==> config.mk <==
export PLATFORM = sky130hd
export DESIGN_NAME = slotArbiter
export DESIGN_NICKNAME = d
export VERILOG_FILES = /design/src/rtl/arb_pkg.sv /design/src/rtl/arbCtrl.sv /design/src/rtl/arbPath.sv /design/src/rtl/slotArbiter.sv
export SDC_FILE = /design/constraint.sdc
export NUM_CORES = 1
export LEC_CHECK = 0
export BUFFER_PORTS_ARGS = -buffer_cell sky130_fd_sc_hd__buf_2
export CAP_MARGIN = 0
export CORE_ASPECT_RATIO = 1.4
export CORE_UTILIZATION = 30
export DETAILED_ROUTE_END_ITERATION = 6
export GPL_ROUTABILITY_DRIVEN = 0
export SLEW_MARGIN = 10
export SYNTH_ARGS = -nofsm -noshare
export SYNTH_HDL_FRONTEND = slang
export SYNTH_SLANG_ARGS = --single-unit
==> constraint.sdc <==
create_clock -name clk -period 4.1 [get_ports clk]
set_input_delay 0.41 -clock clk [delete_from_list [all_inputs] [get_ports clk]]
set_output_delay 0.41 -clock clk [all_outputs]
set_load 0.03 [all_outputs]
==> src/rtl/arb_pkg.sv <==
package arb_pkg;
  // Strobes from the slot control to the datapath.
  typedef struct packed {
    logic selVid;
    logic selCpu;
    logic selDma;
    logic stall;
  } arbStrobe_t;

  localparam int NUM_CNT = 4;  // video, cpu, dma, stall
endpackage

==> src/rtl/arbCtrl.sv <==
module arbCtrl
  import arb_pkg::*;
(
  input  logic       clk,
  input  logic       rstN,
  input  logic       resync,
  input  logic       vidReq,
  input  logic       cpuReq,
  input  logic       dmaReq,
  output logic       vidSlot,
  output logic       cpuWait,
  output arbStrobe_t strobe
);
  // Slot parity: 0 = display slot, 1 = free slot.
  logic phase;

  always_ff @(posedge clk or negedge rstN) begin
    if (!rstN) phase <= 1'b0;
    else if (!resync) phase <= ~phase;
  end

  logic freeSlot;
  assign freeSlot = phase;
  assign vidSlot  = ~phase;

  always_comb begin
    strobe        = '0;
    strobe.selVid = vidReq & ~freeSlot;
    strobe.selDma = dmaReq & freeSlot;
    strobe.selCpu = cpuReq & freeSlot & ~dmaReq;
    strobe.stall  = cpuReq & ~strobe.selCpu;
  end

  assign cpuWait = strobe.stall;
endmodule

==> src/rtl/arbPath.sv <==
module arbPath
  import arb_pkg::*;
#(
  parameter int ADDR_W = 16,
  parameter int CNT_W  = 16
) (
  input  logic                        clk,
  input  logic                        rstN,
  input  arbStrobe_t                  strobe,
  input  logic [ADDR_W-1:0]           vidAddr,
  input  logic [ADDR_W-1:0]           cpuAddr,
  input  logic [ADDR_W-1:0]           dmaAddr,
  output logic [ADDR_W-1:0]           memAddr,
  output logic                        memStrobe,
  output logic [NUM_CNT-1:0][CNT_W-1:0] counts
);
  always_comb begin
    memAddr = '0;
    if (strobe.selVid)      memAddr = vidAddr;
    else if (strobe.selDma) memAddr = dmaAddr;
    else if (strobe.selCpu) memAddr = cpuAddr;
  end

  assign memStrobe = strobe.selVid | strobe.selCpu | strobe.selDma;

  logic [NUM_CNT-1:0] incVec;
  assign incVec = {strobe.stall, strobe.selDma, strobe.selCpu, strobe.selVid};

  for (genvar i = 0; i < NUM_CNT; i++) begin : gCnt
    logic [CNT_W-1:0] cntQ;
    always_ff @(posedge clk or negedge rstN) begin
      if (!rstN)          cntQ <= '0;
      else if (incVec[i]) cntQ <= cntQ + CNT_W'(1);
    end
    assign counts[i] = cntQ;
  end
endmodule

==> src/rtl/slotArbiter.sv <==
module slotArbiter
  import arb_pkg::*;
#(
  parameter int ADDR_W = 16,
  parameter int CNT_W  = 16
) (
  input  logic              clk,
  input  logic              rstN,
  input  logic              resync,
  input  logic              vidReq,
  input  logic [ADDR_W-1:0] vidAddr,
  output logic              vidGnt,
  input  logic              cpuReq,
  input  logic [ADDR_W-1:0] cpuAddr,
  output logic              cpuGnt,
  output logic              cpuWait,
  input  logic              dmaReq,
  input  logic [ADDR_W-1:0] dmaAddr,
  output logic              dmaGnt,
  output logic              vidSlot,
  output logic [ADDR_W-1:0] memAddr,
  output logic              memStrobe,
  output logic [CNT_W-1:0]  vidCount,
  output logic [CNT_W-1:0]  cpuCount,
  output logic [CNT_W-1:0]  dmaCount,
  output logic [CNT_W-1:0]  stallCount
);
  arbStrobe_t strobe;
  logic [NUM_CNT-1:0][CNT_W-1:0] counts;

  arbCtrl uCtrl (
    .clk    (clk),
    .rstN   (rstN),
    .resync (resync),
    .vidReq (vidReq),
    .cpuReq (cpuReq),
    .dmaReq (dmaReq),
    .vidSlot(vidSlot),
    .cpuWait(cpuWait),
    .strobe (strobe)
  );

  arbPath #(.ADDR_W(ADDR_W), .CNT_W(CNT_W)) uPath (
    .clk      (clk),
    .rstN     (rstN),
    .strobe   (strobe),
    .vidAddr  (vidAddr),
    .cpuAddr  (cpuAddr),
    .dmaAddr  (dmaAddr),
    .memAddr  (memAddr),
    .memStrobe(memStrobe),
    .counts   (counts)
  );

  assign vidGnt     = strobe.selVid;
  assign cpuGnt     = strobe.selCpu;
  assign dmaGnt     = strobe.selDma;
  assign vidCount   = counts[0];
  assign cpuCount   = counts[1];
  assign dmaCount   = counts[2];
  assign stallCount = counts[3];
endmodule

==> metrics.txt <==
status complete, no violations; total CTS buffers 9; setup violators final 0; critical path arrival 2.11 ns; crit-path max FO 19; Critical Path Sink Type primary output; Post-CTS Setup Repair Bufs 0; Die ar. 10800 um^2; Avg WL per Cell 13.0 um; largest net degree at the start of global routing 34; placed inst area 3960 um^2; clock tree buffer depth 2; CP required 3.69 ns; setup total negative slack 0 ns; NumNets Final 481; antenna cells 0; most frequent cells in the layout buf_2 (139), dfrtp_1 (65), xnor2_1 (40); Inst Count DP 547; Seq cells post-synth 65; aggregate global-route resource usage 0.146; Iter 0 DRT Violations 126; Skew-Pair Late Insertion Delay 0.32 ns; Max-Cap Viols 0; Synth top area share 0.523; fin crit share 0.616; initial antenna violation count 0; TritonCTS clock tree built; share of cells above drive strength 1 0.393; Die H 123 um; clock skew 0.00502 ns; PostCTS Resize Cnt 0; RSZ-0062 raised after global routing false; Die Width 88.1 um; R2R depth 4; Max IR drop VDD 0.313 mV; global-route wire length before repair 11900 um; vias per cell 4.67; final core occ 0.423; Pleak 2.29 nW; io pins 140; CTS sink cnt 65; clk slew on worst S/H paths 0.05 ns; nature of the critical path startpoint register; htree depth 3; most common cell after layout, fill and taps aside buf_2; syn_area_per_cell 11.2 um^2; Crit Path Category register to primary output; Synth cell types 33; number of global-route vias before repair 2477; launching point of the worst reg2reg path uCtrl.freeSlot; Placement Rows 43; hold_ws 0.150 ns; CORE AREA 10000 um^2; # DRC 0; post-synthesis sequential area ratio 0.523; Cell Count, Final, Fillers Out 563; Hold Vio Cnt, Final 0; achievable clock frequency 0.396 GHz; Syn. warnings 0; initial core utilization 0.311; r2r setup slk 2.18 ns; Hold-fix buffers, CTS 0; Rel. slew slack 0.477; detailed-placement wirelength estimate 5720 um; via total after detailed routing 2630; Detail Route Antenna Nets 0; Final Max Slew Viols 0; crit path time final 2.52 ns; Synth-to-Final Area Change 36.0%; r2r endpoint uPath.gCnt[2].cntQ[6]; CTS root buf clkbuf_16; worst slew pin tran 0.784 ns; Congestion Overflow GR 0; largest cells by area after synthesis dfrtp_1 (52%), xnor2_1 (11%), xor2_1 (5.9%); Pwr Density 610 nW/um^2; Tightest Hold Check Type input port to async pin; Final Cell Area 4230 um^2; post-synth net total 336; Gate Count Post-Synth 278; final wirelength 7330 um; post-synthesis cell area 3110 um^2; post-synth top area cell dfrtp_1; port buffer count 139; first drt pass iteration count 4
-- state kept, by name, summed over array words and instances, names as in the netlist --
register and count:
uPath.gCnt.cntQ 64, uCtrl.freeSlot 1
-- routing by layer --
metal	share of wire	GRT usage	up-vias
met1	0.40	0.167	1250
met5	0	0	-
li1	-	-	1266
met2	0.53	0.255	108
met4	0.014	0.0726	0
met3	0.056	0.0276	6
-- how the worst max path moves through the flow --
| stage | startpoint | end | cells after the start |
|---|---|---|---|
| detailed placement | dmaReq | memAddr[4] | 6 |
| floorplan | uCtrl.freeSlot | memAddr[10] | 5 |
| global placement | dmaReq | memAddr[13] | 6 |
| finish | uCtrl.freeSlot | memAddr[4] | 5 |
| CTS | uCtrl.freeSlot | memAddr[4] | 5 |
| global route | uCtrl.freeSlot | memAddr[14] | 5 |
-- worst max-delay path: stages (launching register included) --
cell	delay [ns]
dfrtp_1	0.51
nand3b_4	0.19
clkinv_1	0.41
a222oi_1	0.42
inv_1	0.07
buf_2	0.18
-- cell families after synthesis --
kind of cell / count (synthesis) / share of synthesized area
buffers and inverters: 29 / 0.0378
AO/OA/AOI/OAI: 16 / 0.0514
adder cells (fa/ha/maj): 4 / 0.0161
flip-flops: 65 / 0.523
XOR/XNOR: 61 / 0.172
AND/OR/NAND/NOR: 99 / 0.186
multiplexers: 4 / 0.0145
-- metrics by stage --
stage | worst slack (ns) | power [mW]
CTS | 1.54 | 2.62
floorplan | 2.02 | 1.58
global placement | 1.94 | 1.89
global route | 1.30 | 2.73
finish | 1.58 | 2.58
detailed placement | 1.86 | 1.91
-- cell type report --
cell class	instances	area [um^2]
fill	1015	5770
sequential	65	1630
multi-input combinational	184	1370
timing repair buffer	141	711
clock buffer	13	260
tap	135	169
inverter	22	82.6
clock inverter	3	15.0
-- where the power goes --
group,total (mW),switching (mW),internal (mW)
Sequential,0.934,0.171,0.763
Combinational,0.950,0.634,0.317
Clock,0.697,0.259,0.439
Total,2.58,1.06,1.52
-- Yosys cell counts --
cell and number:
inv_1 21, nor2_1 11, or2_2 3, nor4_1 1
nand2b_1 2, or3_1 1, nor3_2 1, nand2_1 21
nor3_4 1, nor4_2 2, xnor2_1 40, and3_1 4
and2b_1 1, nand3b_1 1, nor2b_1 1, mux2_2 4
nor3_1 5, nand4_1 13, clkinv_1 1, clkbuf_1 5
dfrtp_1 65, buf_2 1, and2_1 2, nand3_1 18
and4_1 7, xor2_1 21, nor3b_1 1, ha_1 4
or4_4 1, a222oi_1 16, buf_6 1, nand4b_1 1
nand3b_4 1
(Power assumes the default switching activity.)
